File: src/rtl/psg_bus_pkg.sv
package psg_bus_pkg;
  localparam int unsigned DATA_W   = 8;
  localparam int unsigned NUM_REGS = 16;
  localparam int unsigned IDX_W    = $clog2(NUM_REGS);

  typedef enum logic [1:0] {
    MODE_IDLE  = 2'd0,
    MODE_LATCH = 2'd1,
    MODE_READ  = 2'd2,
    MODE_WRITE = 2'd3
  } bus_mode_e;

  // bits forced high on readback for unimplemented register bits
  function automatic logic [DATA_W-1:0] rd_mask(input int unsigned idx);
    case (idx)
      1, 3, 5, 13:   rd_mask = 8'hF0;
      6, 8, 9, 10:   rd_mask = 8'hE0;
      default:       rd_mask = 8'h00;
    endcase
  endfunction
endpackage

File: src/rtl/psg_mode_dec.sv
module psg_mode_dec
  import psg_bus_pkg::*;
(
  input  logic      dir_i,
  input  logic      c2_i,
  input  logic      c1_i,
  output bus_mode_e mode_o
);
  always_comb begin
    unique case ({dir_i, c2_i, c1_i})
      3'b110:                 mode_o = MODE_WRITE;
      3'b011:                 mode_o = MODE_READ;
      3'b100, 3'b001, 3'b111: mode_o = MODE_LATCH;
      default:                mode_o = MODE_IDLE;
    endcase
  end
endmodule

File: src/rtl/psg_reg_file.sv
module psg_reg_file #(
  parameter int unsigned DW      = 8,
  parameter int unsigned NREGS   = 16,
  parameter int unsigned PORT_A  = 14,
  parameter int unsigned PORT_B  = 15,
  localparam int unsigned AW     = $clog2(NREGS)
) (
  input  logic                      clk_i,
  input  logic                      rst_ni,
  input  logic                      wr_en_i,
  input  logic [AW-1:0]             wr_idx_i,
  input  logic [DW-1:0]             wr_data_i,
  input  logic                      pa_ld_i,
  input  logic [DW-1:0]             pa_data_i,
  input  logic                      pb_ld_i,
  input  logic [DW-1:0]             pb_data_i,
  output logic [NREGS-1:0][DW-1:0]  regs_o
);
  for (genvar g = 0; g < NREGS; g++) begin : g_reg
    logic          host_hit;
    logic          port_hit;
    logic [DW-1:0] port_val;

    assign host_hit = wr_en_i && (wr_idx_i == AW'(g));

    if (g == PORT_A) begin : g_pa
      assign port_hit = pa_ld_i;
      assign port_val = pa_data_i;
    end else if (g == PORT_B) begin : g_pb
      assign port_hit = pb_ld_i;
      assign port_val = pb_data_i;
    end else begin : g_plain
      assign port_hit = 1'b0;
      assign port_val = '0;
    end

    // external port load has priority over host write
    always_ff @(posedge clk_i or negedge rst_ni) begin
      if (!rst_ni)       regs_o[g] <= '0;
      else if (port_hit) regs_o[g] <= port_val;
      else if (host_hit) regs_o[g] <= wr_data_i;
    end
  end
endmodule

File: src/rtl/psg_rd_path.sv
module psg_rd_path
  import psg_bus_pkg::*;
#(
  parameter int unsigned DW    = 8,
  parameter int unsigned NREGS = 16,
  localparam int unsigned AW   = $clog2(NREGS)
) (
  input  logic                     clk_i,
  input  logic                     rst_ni,
  input  logic                     rd_en_i,
  input  logic [AW-1:0]            rd_idx_i,
  input  logic [NREGS-1:0][DW-1:0] regs_i,
  output logic [DW-1:0]            data_o
);
  logic [NREGS-1:0][DW-1:0] mask_tbl;

  for (genvar g = 0; g < NREGS; g++) begin : g_mask
    assign mask_tbl[g] = DW'(rd_mask(g));
  end

  always_ff @(posedge clk_i or negedge rst_ni) begin
    if (!rst_ni)      data_o <= '0;
    else if (rd_en_i) data_o <= regs_i[rd_idx_i] | mask_tbl[rd_idx_i];
  end
endmodule

File: src/rtl/psg_bus_if.sv
module psg_bus_if
  import psg_bus_pkg::*;
#(
  parameter int unsigned DW     = DATA_W,
  parameter int unsigned NREGS  = NUM_REGS,
  parameter int unsigned PORT_A = 14,
  parameter int unsigned PORT_B = 15,
  localparam int unsigned AW    = $clog2(NREGS)
) (
  input  logic          clk_i,
  input  logic          rst_ni,
  input  logic          bus_dir_i,
  input  logic          bus_c2_i,
  input  logic          bus_c1_i,
  input  logic [DW-1:0] data_i,
  output logic [DW-1:0] data_o,
  input  logic [DW-1:0] port_a_i,
  input  logic          port_a_ld_i,
  input  logic [DW-1:0] port_b_i,
  input  logic          port_b_ld_i,
  output logic [DW-1:0] port_a_o,
  output logic [DW-1:0] port_b_o
);
  bus_mode_e                mode;
  logic [AW-1:0]            sel_q;
  logic [NREGS-1:0][DW-1:0] regs;

  psg_mode_dec u_dec (
    .dir_i  (bus_dir_i),
    .c2_i   (bus_c2_i),
    .c1_i   (bus_c1_i),
    .mode_o (mode)
  );

  // index re-latched every cycle while latch mode is held
  always_ff @(posedge clk_i or negedge rst_ni) begin
    if (!rst_ni)                 sel_q <= '0;
    else if (mode == MODE_LATCH) sel_q <= data_i[AW-1:0];
  end

  psg_reg_file #(
    .DW(DW), .NREGS(NREGS), .PORT_A(PORT_A), .PORT_B(PORT_B)
  ) u_regs (
    .clk_i     (clk_i),
    .rst_ni    (rst_ni),
    .wr_en_i   (mode == MODE_WRITE),
    .wr_idx_i  (sel_q),
    .wr_data_i (data_i),
    .pa_ld_i   (port_a_ld_i),
    .pa_data_i (port_a_i),
    .pb_ld_i   (port_b_ld_i),
    .pb_data_i (port_b_i),
    .regs_o    (regs)
  );

  psg_rd_path #(.DW(DW), .NREGS(NREGS)) u_rd (
    .clk_i    (clk_i),
    .rst_ni   (rst_ni),
    .rd_en_i  (mode == MODE_READ),
    .rd_idx_i (sel_q),
    .regs_i   (regs),
    .data_o   (data_o)
  );

  assign port_a_o = regs[PORT_A];
  assign port_b_o = regs[PORT_B];
endmodule

File: config.mk
export PLATFORM = sky130hd
export DESIGN_NAME = psg_bus_if
export DESIGN_NICKNAME = d
export VERILOG_FILES = /design/src/rtl/psg_bus_pkg.sv /design/src/rtl/psg_mode_dec.sv /design/src/rtl/psg_reg_file.sv /design/src/rtl/psg_rd_path.sv /design/src/rtl/psg_bus_if.sv
export SDC_FILE = /design/constraint.sdc
export NUM_CORES = 1
export LEC_CHECK = 0
export BUFFER_PORTS_ARGS = -buffer_cell sky130_fd_sc_hd__buf_2
export CORE_MARGIN = 4
export CORE_UTILIZATION = 55
export DETAILED_ROUTE_END_ITERATION = 8
export PLACE_DENSITY = 0.77
export SYNTH_ARGS = -nofsm -noshare
export SYNTH_HDL_FRONTEND = slang
export SYNTH_SLANG_ARGS = --single-unit
File: constraint.sdc
create_clock -name clk_i -period 4.2 [get_ports clk_i]
set_input_delay 0.84 -clock clk_i [delete_from_list [all_inputs] [get_ports clk_i]]
set_output_delay 0.84 -clock clk_i [all_outputs]
set_load 0.005 [all_outputs]
==> flow_summary_export.csv, run 1 <==
group,metric,value,unit
logic_synthesis,synthTopCellsByArea,"dfrtp_1, mux2_2, mux2i_1, mux4_2, buf_4",
pwr,p_comb_share,20.6,%
floorplan,die-area,14100,um2
global_routing,grt_antenna_before_repair,0,
logic_synthesis,avgSynthCellArea,13.6,um2
global_routing,grt_pass1_vias,4638,
pwr,switchingPower,1.21,mW
clock_network,cts_root_buf,"clkbuf_16",
clock_network,path_clk_slew,0.06,ns
setup_path,path_cells,"ha_1, nand4b_4, nor3_2, mux2_2",
floorplan,die_h,119,um
logic_synthesis,synth_cell_types,40,
placed_design,dpl.cell_count,663,
timing,finalCriticalPeriod,2.91,ns
timing,fmax,0.344,GHz
logic_synthesis,syn-cell-area,6770,um2
logic_synthesis,synth-async-reset-ratio,100,%
clock_network,cts_hold_buf,0,
logic_synthesis,yosysSeqAreaShare,51.8,%
floorplan,io_pins,55,
logic_synthesis,synth_nets,534,
logic_synthesis,synth-seq-cells,140,
route,drt-total-wl,15600,um
clock_network,cts_resized,0,
setup_path,critical-path-max-stage-delay,1.05,ns
setup_path,path_delay_family,"flip-flops",
clock_network,clock_path_buffers,2,
logic_synthesis,yosys_warnings,0,
timing,layout_setup_ws,1.29,ns
route,ant_nets,0,
clock_network,cts_sinks,140,
floorplan,rows,40,
timing,setup_viol,0,
logic_synthesis,synth_edf_count,0,
global_routing,grt_max_degree,105,
pwr,power_frac_seq,44.4,%
hold_path,hp-class,"reg -> reg",
placed_design,dpl_worst_slack,1.33,ns
route,avgRoutedWirePerCell,22.4,um
setup_path,crit_type,"reg -> reg",
pwr,internal-power,3.23,mW
setup_path,start_kind,"flip-flop",
timing,worstMarginPinSlew,1.12,ns
route,num_vias,4285,
logic_synthesis,yosysTopAreaCellShare,51.8,%
setup_path,cp_max_fo,25,
floorplan,fp.dieW,119,um
placed_design,port_buffers,54,
floorplan,initial_utilization,56.3,%
clock_network,cts.htree.levels,4,
clock_network,cts_tree,"yes",
final_layout,fin_nets,570,
setup_path,end_kind,"flip-flop",
clock_network,clk_latency,0.41,ns
global_routing,grt_first_pass_wirelength,25300,um
clock_network,cts-buffers-inserted,17,
timing,whs,0.498,ns
setup_path,critical_path_buf_inv_count,0,
pwr,sw_frac_of_total,27.2,%
timing,fin_setup_tns,0,ns
pwr,ir_drop,0.380,mV
route,viasPerCell,6.17,
logic_synthesis,synth_top_area_cell,"dfrtp_1",
outcome,status,"complete, no violations",
final_layout,antenna_cells,0,
timing,slew_viol_final,0,
final_layout,area_growth,13.0,%
flow_run,cap_violations,0,
clock_network,cts_setup_buffers,0,
pwr,p_leak,3.50,nW
setup_path,crit_path_top_delay_cell,"dfrtp_1",
floorplan,core_area,12000,um2
global_routing,grt_overflow,0,
placed_design,dp_hpwl,10500,um
timing,period_share,69.2,%
logic_synthesis,synth_most_common_cell,"dfrtp_1",
logic_synthesis,synthTopCellsByCount,"dfrtp_1, mux2_2, mux2i_1",
pwr,p_per_area,580,nW/um2
logic_synthesis,synthCells,499,
timing,rsz0062_at_grt,"false",
pwr,clkPwrFrac,35.0,%
final_layout,fin_cells,695,
timing,finalHoldViolations,0,
setup_path,arrival,3.20,ns
placed_design,gp_congestion,0.894,
global_routing,track_usage,23.3,%
final_layout,drive_gt1_share,45.4,%
route,first_pass_iters,4,
route,drc,0,
timing,finClkSkew,0.00621,ns
route,drt_iter0_markers,249,
timing,slew_headroom,25.1,%
setup_path,crit_required,4.49,ns
logic_synthesis,synthFlopType,"dfrtp_1",
## final cells by class
class / count / area [um2]
multi-input combinational: 314 / 3010
clock inverter: 10 / 139
inverter: 2 / 7.51
clock buffer: 22 / 484
fill: 881 / 4370
sequential: 140 / 3500
tap: 147 / 184
timing repair buffer: 60 / 322
## layout by cell type (no fill, tap or decap), drive strengths merged, types with 3 or more instances in the layout
master	netlist	routed
a21oi	3	3
mux2	116	116
ha	4	4
mux4	17	17
nor3	7	7
o22ai	11	11
clkinvlp	0	4
nand3	9	9
nor2	22	22
a211oi	4	4
mux2i	46	46
dfrtp	140	140
a31oi	4	4
clkbuf	13	22
buf	30	60
bufinv	0	3
o21ai	19	19
a22oi	4	4
nand3b	3	3
clkinv	0	3
nand2	28	28
## tightest hold or removal path: stages (launching register included)
cell and delay, ns:
dfrtp_1 0.34, nand2_1 0.05, nand3_1 0.07
## cells by family (layout without fill, tap and decap cells)
logic type               after synthesis  count (layout)  share of synthesized area, %
AO/OA/AOI/OAI                         48              48                          4.27
XOR/XNOR                               1               1                         0.129
adder cells (fa/ha/maj)                4               4                         0.740
buffers and inverters                 45              94                          3.79
flip-flops                           140             140                          51.8
multiplexers                         179             179                          31.8
AND/OR/NAND/NOR                       82              82                          7.51
## metal layers
| layer | share of wire [%] | up-vias | wire length (um) | GRT usage, % |
|---|---|---|---|---|
| met5 | 0 | - | 0 | 0 |
| met4 | 1.9 | 0 | 292 | 8.04 |
| met3 | 6.6 | 21 | 1030 | 5.84 |
| met2 | 50 | 155 | 7800 | 37.4 |
| met1 | 41 | 2225 | 6460 | 31.0 |
| li1 | - | 1884 | - | - |
## sequential cells by signal, indices dropped and copies added, names as in the netlist
| name | cells |
|---|---|
| u_rd.data_o | 8 |
| sel_q | 4 |
| u_regs.regs_o | 128 |
## power by group through the flow
stage / clock network, mW / registers (mW) / logic [mW]
final: 1.55 / 1.97 / 0.913
after global routing: 1.63 / 2.00 / 0.994
after CTS: 1.56 / 1.96 / 0.918
after detailed placement: 0 / 1.98 / 0.905
after global placement: 0 / 1.96 / 0.866
after floorplan: 0 / 1.86 / 0.733
## per-stage QoR
step                      total power, mW  utilization, %  instance area, um2
final                                4.43            63.7                7650
after global routing                 4.62            63.7                7650
after CTS                            4.44            63.7                7650
after detailed placement             2.88            58.5                7020
after global placement               2.82            58.5                7020
after floorplan                      2.60               -                6770
## worst paths after layout
check	cells after the start	startpoint	to	slack [ns]
worst min register to register	2	u_rd.data_o[3]	u_rd.data_o[3]	0.50
worst max register to register	4	sel_q[1]	u_regs.regs_o[26]	1.29
worst max-delay path	4	sel_q[1]	u_regs.regs_o[26]	1.29
worst min-delay path	2	u_rd.data_o[3]	u_rd.data_o[3]	0.50
max in group asynchronous	2	rst_ni	u_regs.regs_o[57]	2.80
min in group asynchronous	1	rst_ni	u_regs.regs_o[26]	0.56
No activity file was read; power rests on OpenSTA's default activity.
==> run 2: changes to the inputs <==
==> constraint.sdc (replaced) <==
create_clock -name clk_i -period 2.7 [get_ports clk_i]
set_input_delay 0.54 -clock clk_i [delete_from_list [all_inputs] [get_ports clk_i]]
set_output_delay 0.54 -clock clk_i [all_outputs]
set_load 0.005 [all_outputs]
==> run 2 against run 1 <==
Final cell count is 0.14% higher. Critical path depth is 1 higher. Die area stayed put. Worst hold slack worse by 0.37 ns. Sequential share of layout area hardly changed. Power is 51% higher. Global-route usage is 0.96 points lower. Sequential cell count stayed put. Register-to-register slack worse by 0.93 ns. Final area hardly changed. Utilization hardly changed. Highest routed layer unchanged.
==> flow_summary_export.csv, run 2 (synthesized netlist as in run 1, its figures left out) <==
group,metric,value,unit
outcome,status,"complete, no violations",
setup_path,end_kind,"flip-flop",
pwr,ir_drop,0.539,mV
global_routing,track_usage,22.3,%
floorplan,die_h,119,um
floorplan,rows,40,
final_layout,largest_register,"u_regs.regs_o",
final_layout,drive_gt1_share,45.4,%
setup_path,startpoint,"sel_q[0]",
global_routing,grt_max_degree,69,
timing,finalCriticalPeriod,2.34,ns
timing,finalHoldViolations,0,
final_layout,largest_reg_flops,128,
setup_path,arrival,2.63,ns
route,viasPerCell,6.09,
clock_network,cts_root_buf,"clkbuf_16",
final_layout,antenna_cells,0,
floorplan,io_pins,55,
timing,slew_viol_final,0,
route,ant_nets,0,
timing,fmax,0.428,GHz
timing,finClkSkew,0.00669,ns
floorplan,initial_utilization,56.3,%
setup_path,r2r_setup_slack,0.36,ns
final_layout,fin_cells,696,
route,avgRoutedWirePerCell,21.2,um
route,drc,0,
final_layout,area_growth,13.0,%
timing,fin_setup_tns,0,ns
floorplan,core_area,12000,um2
setup_path,crit_required,2.99,ns
timing,period_share,86.5,%
route,first_pass_iters,4,
placed_design,gp_congestion,0.907,
placed_design,port_buffers,54,
clock_network,cts_resized,0,
timing,setup_viol,0,
hold_path,hp-class,"in -> async",
final_layout,final_common_cell,"dfrtp_1",
placed_design,dp_hpwl,10300,um
floorplan,die-area,14100,um2
floorplan,fp.dieW,119,um
placed_design,dpl.cell_count,667,
clock_network,cts_setup_buffers,0,
global_routing,grt_antenna_before_repair,0,
global_routing,grt_pass1_vias,4419,
setup_path,crit_type,"reg -> reg",
pwr,p_per_area,878,nW/um2
clock_network,cts_sinks,140,
final_layout,reg.largest.list,"u_regs.regs_o (128), u_rd.data_o (8), sel_q (4)",
setup_path,worstRegToRegCells,5,
setup_path,critPathCapture,"u_regs.regs_o[107]",
clock_network,path_clk_slew,0.06,ns
final_layout,fin_nets,574,
route,drt-total-wl,14800,um
timing,slew_headroom,58.4,%
clock_network,clk_latency,0.41,ns
final_layout,n_fill_cell,874,
final_layout,fin_area,7640,um2
timing,worstMarginPinSlew,0.624,ns
clock_network,cts_hold_buf,0,
setup_path,r2r-start,"sel_q[0]",
route,num_vias,4242,
global_routing,grt_first_pass_wirelength,24400,um
placed_design,placed_cell_area,7080,um2
global_routing,grt_overflow,0,
pwr,p_leak,3.52,nW
timing,rsz0062_at_grt,"false",
setup_path,cp_max_fo,36,
clock_network,cts.htree.levels,4,
final_layout,mostFrequentLayoutCells,"dfrtp_1, mux2_2, buf_2, mux2i_1, nand2_1",
route,drt_iter0_markers,234,
clock_network,clock_path_buffers,2,
clock_network,cts_tree,"yes",
clock_network,cts-buffers-inserted,17,
setup_path,r2r_end,"u_regs.regs_o[107]",
setup_path,start_kind,"flip-flop",
flow_run,cap_violations,0,
==> run 2: changes by cell type in the layout (fill, tap and decap cells not counted) <==
cell | previous run | this run
clkinvlp_4 | 4 | 1
buf_12 | 0 | 2
buf_4 | 6 | 8
bufinv_16 | 3 | 2
clkbuf_1 | 1 | 2
clkbuf_8 | 4 | 3
clkinv_2 | 2 | 3
==> run 2: layout make-up <==
cell class / instances / area (um2) / share of cell area (%)
clock inverters: 7 / 91.3 / 1.19
repair buffers: 64 / 377 / 4.93
flip-flops and latches: 140 / 3500 / 45.9
multi-input cells: 314 / 3010 / 39.3
well taps: 147 / 184 / 2.41
inverters: 2 / 7.51 / 0.0982
clock buffers: 22 / 474 / 6.20
==> run 2: worst min path at each step <==
stage / from / depth (start not counted) / end
floorplan: rst_ni / 0 / sel_q[0]
global placement: u_rd.data_o[3] / 2 / u_rd.data_o[3]
detailed placement: u_rd.data_o[2] / 2 / u_rd.data_o[2]
CTS: rst_ni / 1 / u_regs.regs_o[66]
global route: rst_ni / 1 / u_regs.regs_o[66]
finish: rst_ni / 1 / u_regs.regs_o[66]
==> run 2: metrics by stage <==
step | setup WS [ns] | utilization, % | power (mW) | hold slack (ns)
floorplan | 0.429 | - | 4.04 | 0.244
global placement | 0.497 | 58.9 | 4.39 | 0.484
detailed placement | 0.440 | 58.9 | 4.49 | 0.494
CTS | 0.369 | 63.6 | 6.75 | 0.147
global route | 0.280 | 63.6 | 7.04 | 0.169
finish | 0.363 | 63.6 | 6.71 | 0.128
==> run 2: where the power goes <==
part,switching (mW),leakage [nW],internal [mW]
Clock,0.826,0.278,1.41
Sequential,0.355,1.82,2.67
Combinational,0.639,1.41,0.816
Total,1.82,3.52,4.90
==> run 2: routing by layer <==
metal	routed length [um]	part of all wire (%)	global-route usage, %
met3	853	5.8	4.75
met4	282	1.9	7.75
met2	7180	49	35.1
met1	6470	44	31.0
met5	0	0	0
==> run 2: critical path, cell delays in order, from the launching register on <==
cell and delay (ns):
dfrtp_2 0.61, buf_12 0.32, ha_1 0.29, nand2_4 0.11, nor2_2 0.45, mux2_2 0.41
==> run 3: changes to the inputs <==
--- a/config.mk
+++ b/config.mk
@@ -5,11 +5,12 @@
 export SDC_FILE = /design/constraint.sdc
 export NUM_CORES = 1
 export LEC_CHECK = 0
-export BUFFER_PORTS_ARGS = -buffer_cell sky130_fd_sc_hd__buf_2
 export CORE_MARGIN = 4
 export CORE_UTILIZATION = 55
 export DETAILED_ROUTE_END_ITERATION = 8
-export PLACE_DENSITY = 0.77
+export DONT_BUFFER_PORTS = 1
+export PLACE_DENSITY = 0.73
+export RECOVER_POWER = 25
 export SYNTH_ARGS = -nofsm -noshare
 export SYNTH_HDL_FRONTEND = slang
 export SYNTH_SLANG_ARGS = --single-unit
==> run 3 against run 2 <==
Largest cell class unchanged. Worst setup slack gained 0.19 ns. Worst hold slack lost 0.30 ns. The flow now finishes with violations (hold timing). Final cell count shrank 7.6%. Combinational power shrank 12%. Clock power is essentially flat. Largest power group unchanged. Maximum frequency grew 9.0%.
==> flow_summary_export.csv, run 3 (synthesized netlist as in run 1, its figures left out) <==
group,metric,value,unit
timing,finClkSkew,0.00738,ns
global_routing,grt_max_degree,141,
route,ant_nets,0,
setup_path,crit_type,"reg -> reg",
global_routing,busiest_layer,"met2",
route,first_pass_iters,4,
outcome,status,"finished with violations",
timing,fin_setup_tns,0,ns
clock_network,clk_latency,0.41,ns
clock_network,cts_sinks,140,
timing,whs,-0.175,ns
setup_path,crit_required,2.99,ns
global_routing,grt_overflow,0,
floorplan,core_area,12000,um2
outcome,failed_checks,"hold timing",
route,viasPerCell,6.20,
timing,slew_viol_final,0,
route,drt_iter0_markers,232,
final_layout,fin_cells,643,
pwr,p_total,6.55,mW
final_layout,area_growth,8.51,%
final_layout,n_fill_cell,920,
timing,worstMarginPinSlew,0.644,ns
timing,setup_viol,0,
global_routing,grt_antenna_before_repair,0,
setup_path,end_kind,"flip-flop",
final_layout,final_common_cell,"dfrtp_1",
timing,layout_setup_ws,0.557,ns
final_layout,mostFrequentLayoutCells,"dfrtp_1, mux2_2, mux2i_1, nand2_1",
global_routing,track_usage,22.5,%
final_layout,fin_nets,519,
final_layout,reg.largest.list,"u_regs.regs_o (128), u_rd.data_o (8), sel_q (4)",
clock_network,cts_root_buf,"clkbuf_16",
clock_network,cts-buffers-inserted,17,
placed_design,port_buffers,0,
timing,finalCriticalPeriod,2.14,ns
final_layout,multi_input_area,3010,um2
clock_network,cts_setup_buffers,0,
flow_run,cap_violations,0,
clock_network,cts_tree,"yes",
final_layout,regArea,3500,um2
floorplan,die-area,14100,um2
global_routing,grt_pass1_vias,4392,
placed_design,dpl_worst_slack,0.611,ns
hold_path,hp-class,"in -> async",
route,drc,0,
floorplan,io_pins,55,
route,drt-total-wl,14600,um
floorplan,die_h,119,um
setup_path,cp_max_fo,16,
pwr,p_per_area,892,nW/um2
placed_design,dpl.cell_count,612,
timing,fmax,0.467,GHz
route,avgRoutedWirePerCell,22.7,um
floorplan,rows,40,
timing,rsz0062_at_grt,"false",
floorplan,fp.dieW,119,um
timing,slew_headroom,57.1,%
global_routing,met1_usage,31.4,%
clock_network,path_clk_slew,0.06,ns
pwr,p_leak,3.28,nW
clock_network,cts_resized,0,
global_routing,use_met2,34.6,%
timing,finalHoldViolations,140,
final_layout,largest_register,"u_regs.regs_o",
final_layout,antenna_cells,0,
global_routing,grt_util_met3,6.08,%
pwr,ir_drop,0.429,mV
clock_network,clock_path_buffers,2,
setup_path,start_kind,"flip-flop",
floorplan,initial_utilization,56.3,%
setup_path,arrival,2.43,ns
global_routing,grt_first_pass_wirelength,24500,um
timing,period_share,79.4,%
placed_design,gp_congestion,0.835,
final_layout,largest_reg_flops,128,
clock_network,cts.htree.levels,4,
route,num_vias,3986,
placed_design,dp_hpwl,9880,um
final_layout,drive_gt1_share,38.9,%
run 3: changes by cell type in the layout (fill, tap and decap cells not counted), sizes merged:
| cell | previous run | this run |
|---|---|---|
| clkbuf | 22 | 25 |
| clkinv | 4 | 3 |
| buf | 64 | 9 |
run 3: report_power, final:
group / switching (mW) / internal [mW]
Sequential: 0.350 / 2.67
Clock: 0.831 / 1.43
Combinational: 0.520 / 0.751
Total: 1.70 / 4.84
run 3: worst max-delay path: stages (launching register included):
cell and delay (ns):
dfrtp_1 0.75, nand2b_1 0.34, nor2_2 0.53, mux2_2 0.40
run 3: worst paths after layout:
path                                         from            endpoint  slack (ns)  cells past startpoint
worst min register to register  u_regs.regs_o[49]   u_regs.regs_o[49]        0.50                      1
worst min-delay path                       rst_ni   u_regs.regs_o[75]       -0.18                      0
min in group clk_i                    port_b_ld_i  u_regs.regs_o[125]        0.22                      1
max in group asynchronous                  rst_ni   u_regs.regs_o[81]        2.72                      0
worst max register to register           sel_q[2]   u_regs.regs_o[44]        0.56                      3
worst max-delay path                     sel_q[2]   u_regs.regs_o[44]        0.56                      3
run 3: cell type report:
cell class              instances  area share, %
flip-flops and latches        140           47.7
inverters                       2          0.102
clock buffers                  25           6.61
clock inverters                 6           1.18
repair buffers                  9          0.920
multi-input cells             314           40.9
well taps                     147           2.51
run 3: routing by layer:
layer / part of all wire [%] / up-vias
li1: - / 1783
met1: 44 / 2066
met2: 49 / 119
met3: 5.6 / 18
met4: 1.6 / 0
met5: 0 / -
run 3: through the flow:
stage	instance area (um2)	hold slack [ns]	utilization [%]
after floorplan	6770	0.244	-
after global placement	6770	0.251	56.4
after detailed placement	6770	0.251	56.4
after CTS	7340	-0.187	61.1
after global routing	7340	-0.204	61.1
final	7340	-0.175	61.1
